[config.mk]
export PLATFORM = sky130hd
export DESIGN_NAME = sleep_pd_seq
export DESIGN_NICKNAME = d
export VERILOG_FILES = /design/src/rtl/sleep_seq_pkg.sv /design/src/rtl/sleep_req_sync.sv /design/src/rtl/sleep_pwr_fsm.sv /design/src/rtl/sleep_cmd_filter.sv /design/src/rtl/sleep_pd_seq.sv
export SDC_FILE = /design/constraint.sdc
export NUM_CORES = 1
export LEC_CHECK = 0
export BUFFER_PORTS_ARGS = -buffer_cell sky130_fd_sc_hd__buf_2
export CAP_MARGIN = 20
export CORE_MARGIN = 1.5
export CORE_UTILIZATION = 46
export DETAILED_ROUTE_END_ITERATION = 10
export PLACE_DENSITY = 0.86
export SLEW_MARGIN = 0
export SYNTH_ARGS = -nofsm -noshare
export SYNTH_HDL_FRONTEND = slang
export SYNTH_SLANG_ARGS = --single-unit
[constraint.sdc]
create_clock -name clk -period 1.3 [get_ports clk]
set_input_delay 0.13 -clock clk [delete_from_list [all_inputs] [get_ports clk]]
set_output_delay 0.13 -clock clk [all_outputs]
set_load 0.02 [all_outputs]
[src/rtl/sleep_seq_pkg.sv]
// Package: shared constants and state type of the sleep power-down sequencer.
// Assumes: it is compiled before every module that imports it.
package sleep_seq_pkg;

    // Cycles from the first synchronised-high sample to sleep (fixed by design)
    localparam int ENTRY_CYCLES = 2;

    // Power state of the sequencer
    typedef enum logic [1:0] {
        PS_RUN   = 2'd0,
        PS_ENTER = 2'd1,
        PS_SLEEP = 2'd2,
        PS_RECOV = 2'd3
    } pwr_state_t;

endpackage

[src/rtl/sleep_req_sync.sv]
// Module: shift-register synchroniser for the asynchronous sleep request.
// Assumes: STAGES >= 2, and the input may change at any time relative to clk.
module sleep_req_sync #(
    parameter int STAGES = 2
) (
    input  logic clk,
    input  logic rst_n,
    input  logic d,
    output logic q
);
    logic [STAGES-1:0] stg;

    // First stage samples the raw input
    always_ff @(posedge clk) begin
        if (!rst_n) stg[0] <= 1'b0;
        else        stg[0] <= d;
    end

    // Each later stage samples the one before it
    for (genvar i = 1; i < STAGES; i++) begin : g_stage
        always_ff @(posedge clk) begin
            if (!rst_n) stg[i] <= 1'b0;
            else        stg[i] <= stg[i-1];
        end
    end

    assign q = stg[STAGES-1];

    // a rising output was already present at the input two edges earlier
    p_sync_lat_r2: assert property (@(posedge clk) disable iff (!rst_n)
        $rose(q) |-> $past(d, 2));

endmodule

[src/rtl/sleep_pwr_fsm.sv]
// Module: power-state sequencer (run, entry count, sleep, recovery count).
// Assumes: req_sync is already synchronised to clk; RECOVERY_CYCLES >= 1.
module sleep_pwr_fsm
    import sleep_seq_pkg::*;
#(
    parameter int RECOVERY_CYCLES = 8
) (
    input  logic clk,
    input  logic rst_n,
    input  logic req_sync,
    output logic asleep,
    output logic recov_busy
);
    localparam int EW = (ENTRY_CYCLES > 2) ? $clog2(ENTRY_CYCLES - 1) : 1;
    localparam int RW = (RECOVERY_CYCLES > 1) ? $clog2(RECOVERY_CYCLES) : 1;
    localparam logic [EW-1:0] ENTRY_LAST = EW'(ENTRY_CYCLES - 2);
    localparam logic [RW-1:0] RECOV_LAST = RW'(RECOVERY_CYCLES - 1);

    pwr_state_t    st;
    logic [EW-1:0] ecnt;
    logic [RW-1:0] rcnt;

    // State transitions plus the entry and recovery counters
    always_ff @(posedge clk) begin
        if (!rst_n) begin
            st   <= PS_RUN;
            ecnt <= '0;
            rcnt <= '0;
        end else begin
            case (st)
                PS_RUN: begin
                    if (req_sync) begin
                        st   <= PS_ENTER;
                        ecnt <= '0;
                    end
                end
                PS_ENTER: begin
                    if (!req_sync)               st   <= PS_RUN;
                    else if (ecnt == ENTRY_LAST) st   <= PS_SLEEP;
                    else                         ecnt <= ecnt + 1'b1;
                end
                PS_SLEEP: begin
                    if (!req_sync) begin
                        st   <= PS_RECOV;
                        rcnt <= '0;
                    end
                end
                PS_RECOV: begin
                    if (rcnt == RECOV_LAST) st   <= PS_RUN;
                    else                    rcnt <= rcnt + 1'b1;
                end
                default: st <= PS_RUN;
            endcase
        end
    end

    // Status flags decoded from the state register
    always_comb begin
        asleep     = (st == PS_SLEEP);
        recov_busy = (st == PS_RECOV);
    end

    // sleep and recovery flags are mutually exclusive
    p_flags_excl_r9: assert property (@(posedge clk) disable iff (!rst_n)
        !(asleep && recov_busy));

    // a held request keeps the block asleep
    p_hold_sleep_r5: assert property (@(posedge clk) disable iff (!rst_n)
        (asleep && req_sync) |=> asleep);

    // sleep begins only after two consecutive synchronised-high samples
    p_entry_r2: assert property (@(posedge clk) disable iff (!rst_n)
        $rose(asleep) |-> ($past(req_sync) && $past(req_sync, 2)));

    // leaving sleep always lands in recovery
    p_wake_r6: assert property (@(posedge clk) disable iff (!rst_n)
        $fell(asleep) |-> recov_busy);

endmodule

[src/rtl/sleep_cmd_filter.sv]
// Module: registered command gate; drops everything while asleep and
//         blocks writes (flagging them) during recovery.
// Assumes: asleep and recov_busy are never high together.
module sleep_cmd_filter #(
    parameter int ADDR_W = 18
) (
    input  logic              clk,
    input  logic              rst_n,
    input  logic              asleep,
    input  logic              recov_busy,
    input  logic              cmd_sel,
    input  logic              cmd_we,
    input  logic [ADDR_W-1:0] cmd_addr,
    output logic              fwd_valid,
    output logic              fwd_write,
    output logic [ADDR_W-1:0] fwd_addr,
    output logic              illegal_cmd
);
    logic accept;

    // Acceptance: selected, awake, and not a write during recovery
    always_comb begin
        accept = cmd_sel && !asleep && !(recov_busy && cmd_we);
    end

    // Forwarding registers; the address register is retained unless loaded
    always_ff @(posedge clk) begin
        if (!rst_n) begin
            fwd_valid   <= 1'b0;
            fwd_write   <= 1'b0;
            fwd_addr    <= '0;
            illegal_cmd <= 1'b0;
        end else begin
            fwd_valid   <= accept;
            fwd_write   <= accept && cmd_we;
            illegal_cmd <= recov_busy && cmd_sel && cmd_we;
            if (accept) fwd_addr <= cmd_addr;
        end
    end

    // no write leaves the block for a command seen during recovery
    p_no_wr_recov_r7: assert property (@(posedge clk) disable iff (!rst_n)
        recov_busy |=> !fwd_write);

    // commands seen while asleep produce nothing
    p_ignore_sleep_r4: assert property (@(posedge clk) disable iff (!rst_n)
        asleep |=> (!fwd_valid && !illegal_cmd));

    // the address register is retained across a sleeping cycle
    p_addr_keep_r8: assert property (@(posedge clk) disable iff (!rst_n)
        asleep |=> $stable(fwd_addr));

    // a flagged command is never also forwarded
    p_illegal_drop_r7: assert property (@(posedge clk) disable iff (!rst_n)
        illegal_cmd |-> !fwd_valid);

endmodule

[src/rtl/sleep_pd_seq.sv]
// Module: top of the sleep power-down sequencer. Synchronises the request,
//         runs the power state machine, and filters commands.
// Assumes: cmd_* are synchronous to clk; sleep_req may be asynchronous.
module sleep_pd_seq #(
    parameter int ADDR_W          = 18,
    parameter int SYNC_STAGES     = 2,
    parameter int RECOVERY_CYCLES = 8
) (
    input  logic              clk,
    input  logic              rst_n,
    input  logic              sleep_req,
    input  logic              cmd_sel,
    input  logic              cmd_we,
    input  logic [ADDR_W-1:0] cmd_addr,
    output logic              sleep_active,
    output logic              in_block,
    output logic              out_hiz,
    output logic              recov_busy,
    output logic              illegal_cmd,
    output logic              fwd_valid,
    output logic              fwd_write,
    output logic [ADDR_W-1:0] fwd_addr
);
    logic req_sync;
    logic asleep;
    logic busy;

    sleep_req_sync #(.STAGES(SYNC_STAGES)) u_sync (
        .clk   (clk),
        .rst_n (rst_n),
        .d     (sleep_req),
        .q     (req_sync)
    );

    sleep_pwr_fsm #(.RECOVERY_CYCLES(RECOVERY_CYCLES)) u_fsm (
        .clk        (clk),
        .rst_n      (rst_n),
        .req_sync   (req_sync),
        .asleep     (asleep),
        .recov_busy (busy)
    );

    sleep_cmd_filter #(.ADDR_W(ADDR_W)) u_filt (
        .clk         (clk),
        .rst_n       (rst_n),
        .asleep      (asleep),
        .recov_busy  (busy),
        .cmd_sel     (cmd_sel),
        .cmd_we      (cmd_we),
        .cmd_addr    (cmd_addr),
        .fwd_valid   (fwd_valid),
        .fwd_write   (fwd_write),
        .fwd_addr    (fwd_addr),
        .illegal_cmd (illegal_cmd)
    );

    // Output gating follows the sleep state directly
    always_comb begin
        sleep_active = asleep;
        in_block     = asleep;
        out_hiz      = asleep;
        recov_busy   = busy;
    end

    // gating signals track the sleep flag
    p_gate_r4: assert property (@(posedge clk) disable iff (!rst_n)
        sleep_active |-> (in_block && out_hiz));

endmodule

# Word level (Yosys, flattened, before mapping)
# Index checks and enable logic that the tools add are counted.
# W data, S select, Z words.
classes:
  addsub: 2
  eq_ne: 10
  muxes: 13
  n_reduce_logical: 14
op_table:
  columns: ["op", "count"]
  rows:
  - ["$mux W2", 5]
  - ["$ne A2 B2 Y1 const B", 5]
  - ["$pmux W2 S4", 1]
  - ["$logic_and A1 B1 Y1", 6]
  - ["$mux W3", 2]
  - ["$pmux W3 S2", 1]
  - ["$reduce_and A3 Y1", 2]
  - ["$eq A2 B2 Y1 const B", 2]
  - ["$reduce_and A4 Y1", 1]
  - ["$reduce_bool A2 Y1", 2]
  - ["$add A3 B1 Y3 const B", 1]
  - ["$eq A3 B3 Y1 const B", 1]
  - ["$mux W1", 3]
  - ["$ne A3 B3 Y1 const B", 1]
  - ["$eq A2 B1 Y1 const B", 1]
  - ["$logic_not A1 Y1", 2]
  - ["$logic_not A2 Y1", 1]
  - ["$pmux W1 S2", 1]
  - ["$add A1 B1 Y1 const B", 1]
word_totals:
  ff_bits: 29
  input_bits: 23
  out_inout_bits: 25
  wordCells: 48

# Logic depth before layout (Yosys ltp)
logic_depth:
  ltp_word: 5
  depth_mapped: 5

# Hierarchy
# A second synthesis with hierarchy kept.
hier_totals:
  cells_unflattened: 124
  hier_area_um2: 1177.4
modules_own_cells:
  columns: ["mod", "n_inst", "cells_per_inst", "area_per_inst_um2"]
  rows:
  - ["sleep_cmd_filter", 1, 86, 822.0]
  - ["sleep_pwr_fsm", 1, 32, 287.8]
  - ["sleep_req_sync", 1, 4, 52.6]
  - ["sleep_pd_seq", 1, 2, 15.0]

# Worst setup path before layout
# Ideal clock, no wire load.
synth_path:
  path_kind: "flip-flop to output port"
  startpoint: "register with a tool-made name"
  endpoint: "output out_hiz"
  t_arrival_ps: 1047
  t_required_ps: 1170
  setup_slack_ps: 123
  stages_incl_launch_ff: 4
  cell_sequence: "dfxtp_1 -> inv_1 -> nor2_1 -> buf_4"
synth_lines:
  columns: ["item", "line", "text"]
  rows:
  - ["to (decl)", "sleep_pd_seq.sv:17", "output logic out_hiz,"]

==> impl_metrics.env <==
export IMPL_outcome="finished clean"
export IMPL_leakage_nw=0.7625
export IMPL_grt_antenna_before_repair=0
export IMPL_pwrdens_nw_per_um2=1088
export IMPL_post_synth_cell_area_avg_sq_um=9.405
export IMPL_r2r_slack_ns=0.08
export IMPL_postSynthCellCount=122
export IMPL_finalHoldViolations=0
export IMPL_final_net_count=191
export IMPL_mappedNetlistArea_sq_um=1147
export IMPL_ys_top_cells_by_area="dfxtp_1 49%, mux2i_1 18%, nand2_1 13%"
export IMPL_timing_worst_slew_pin_value_ns=0.1490
export IMPL_clk_pin_slew_ns=0.14
export IMPL_ir_drop_mv=0.7436
export IMPL_count_of_final_max_slew_check_failures=0
export IMPL_drive_above_1_share_pct=36.36
export IMPL_period_needed_ns=1.238
export IMPL_via_per_inst=4.917
export IMPL_count_of_state_elements_after_synthesis=28
export IMPL_dp_slack_ns=0.03089
export IMPL_setup_total_negative_slack_ns=0
export IMPL_number_of_nets_with_antenna_violations_after_routing=0
export IMPL_drv_max_cap_violation_count=0
export IMPL_layout_commonest_cell="buf_2"
export IMPL_post_route_cell_area_sq_um=1450
export IMPL_first_iter_violations=9
export IMPL_cp_required_ns=1.17
export IMPL_leading_area_contributor_after_synthesis="dfxtp_1"
export IMPL_insertedDiodeCount=0
export IMPL_place_detailed_instances=189
export IMPL_grt_usage_pct=17.44
export IMPL_mostFrequentLayoutCells="45 x buf_2, 41 x nand2_1, 26 x dfxtp_1"
export IMPL_synthDistinctLibCells=23
export IMPL_endpoint_kind="output pin"
export IMPL_syn_num_nets=147
export IMPL_fin_worst_skew_ns=0.003048
export IMPL_number_of_cells_on_the_worst_hold_path=2
export IMPL_wl_per_cell_um=10.99
export IMPL_minimum_setup_slack_in_the_final_design_ns=0.06221
export IMPL_floorplan_die_height_um=52.94
export IMPL_postPlaceCellArea_sq_um=1394
export IMPL_holdCritPathClass="in2reg"
export IMPL_seq_area_frac_synth_pct=48.85
export IMPL_ctsLongestPathBuffers=2
export IMPL_hp_start="sleep_req"
export IMPL_hpwl_after_detailed_placement_um=1636
export IMPL_cts_tree="built"
export IMPL_rows=17
export IMPL_timing_max_slew_rel_slack_pct=89.79
export IMPL_critical_path_class="reg2out"
export IMPL_min_to="u_sync.stg[0]"
export IMPL_io_buffer_count=47
export IMPL_floorplan_io_pins=48
export IMPL_die_w_um=52.94
export IMPL_rsz_0062_raised_after_global_routing="yes"
export IMPL_fillCellCount=193
export IMPL_core_area_sq_um=2276
export IMPL_arrival_ns=1.11
export IMPL_clock_tree_htree_level_count=1
export IMPL_routed_via_count=949
export IMPL_synthDominantCellAreaShare_pct=48.85
export IMPL_crit_fanout=6
export IMPL_worstSkewPairLatency_ns=0.31
export IMPL_fp_dieArea_sq_um=2803
export IMPL_rr_startpoint="u_fsm.rcnt[0]"
export IMPL_grt_max_degree=42
export IMPL_tritoncts_num_sinks=28
export IMPL_synthToLayoutAreaGrowth_pct=26.39
export IMPL_fin_crit_sh_pct=95.21
export IMPL_yosysWarningCount=0
export IMPL_cts_root_buf="clkbuf_4"
export IMPL_remaining_drc_errors=0
export IMPL_post_cts_repair_setup_buffers=0
export IMPL_firstDrtPassIters=4
export IMPL_numCtsBuffers=3
export IMPL_routabilityCongestion=0.7367
export IMPL_final_instance_count_excl_fill=193
export IMPL_start_util_pct=50.41
export IMPL_critPathLaunchType="flip-flop"
export IMPL_grt_first_pass_wirelength_um=3636
export IMPL_setup_viol=0
export IMPL_grt_overflow=0
export IMPL_first_global_vias=916
export IMPL_critical_path_reg2reg_endpoint="u_fsm.rcnt[2]"
export IMPL_wirelength_um=2121
export IMPL_r2r_cells=5
export IMPL_clock_fmax_ghz=0.8079
==> registers in the layout, summed over array words and instances, names as in the netlist, named ones only <==
register,flops
u_fsm.rcnt,3
u_sync.stg,1
u_filt.fwd_write,1
u_fsm.st,1
u_filt.illegal_cmd,1
u_filt.fwd_addr,18
u_filt.fwd_valid,1
u_sync.q,1
==> through the flow <==
| stage | power, W | hold slack (ns) | utilization, % |
|---|---|---|---|
| 2_1_floorplan | 0.001100 | 0.2573 | - |
| 3_3_place_gp | 0.001182 | 0.3430 | 61.24 |
| 3_5_place_dp | 0.001193 | 0.3491 | 61.24 |
| 4_1_cts | 0.001597 | 0.01267 | 62.95 |
| 5_1_grt | 0.001649 | 0.02811 | 63.72 |
| 6_report | 0.001578 | 0.01559 | 63.72 |
==> worst max-delay path by stage <==
stage | start | endpoint | cells past startpoint
after floorplan | flip-flop | out_hiz | 3
after global placement | u_fsm.rcnt[0] | u_fsm.rcnt[0] | 5
after detailed placement | u_fsm.rcnt[0] | u_fsm.rcnt[2] | 5
after CTS | flip-flop | in_block | 3
after global routing | u_fsm.rcnt[0] | u_fsm.rcnt[0] | 5
final | flip-flop | recov_busy | 2
==> per-layer routing <==
metal | part of all wire (%) | track usage (%)
met5 | 0 | 0
met1 | 40 | 18.77
met3 | 6.1 | 3.672
met2 | 52 | 32.50
met4 | 1.5 | 7.265
==> cell usage after synthesis (all sizes together) <==
| library cell | count |
|---|---|
| a21boi | 2 |
| and2 | 4 |
| and3 | 1 |
| and4 | 1 |
| buf | 7 |
| clkbuf | 3 |
| dfxtp | 28 |
| ha | 2 |
| inv | 1 |
| mux2i | 21 |
| nand2 | 41 |
| nand2b | 2 |
| nand3 | 4 |
| nand3b | 1 |
| nor2 | 1 |
| o211a | 1 |
| o21ai | 1 |
| xor2 | 1 |
==> cells by family (layout without fill, tap and decap cells) <==
family          after synthesis  after routing  synth area share [%]
fa+ha+maj                     2              2                 2.181
mux                          21             21                 18.32
simple gates                 55             55                 21.05
flops                        28             28                 48.86
xor+xnor                      1              1                0.7635
buf+inv                      11             54                 5.887
compound gates                4              4                 2.944
==> where the power goes <==
| part | total (W) | switching (W) | internal (W) |
|---|---|---|---|
| combinational | 0.000244 | 0.000137 | 0.000107 |
| sequential | 0.000926 | 0.0000246 | 0.000902 |
| clock | 0.000408 | 0.000237 | 0.000171 |
==> cell type report <==
| type | instances | area [sq um] | area share [%] |
|---|---|---|---|
| timing repair buffer | 49 | 280.3 | 19.33 |
| clock buffer | 4 | 36.28 | 2.502 |
| sequential | 28 | 568.0 | 39.17 |
| inverter | 1 | 3.754 | 0.2588 |
| multi-input combinational | 83 | 526.8 | 36.32 |
| tap | 28 | 35.03 | 2.416 |
==> critical path, cell delays in order (launching register included) <==
cell	delay [ns]
dfxtp_4	0.40
and2_2	0.23
buf_4	0.16
==> timing repair <==
| item | 4_1_cts | 5_1_grt |
|---|---|---|
| pin swaps | 0 | 0 |
| hold buffers | 0 | 0 |
| endpoints found under the hold margin | 0 | 0 |
| setup endpoints to repair | 4 | 7 |
| gates resized for setup | 2 | 6 |
(Power assumes the default switching activity.)
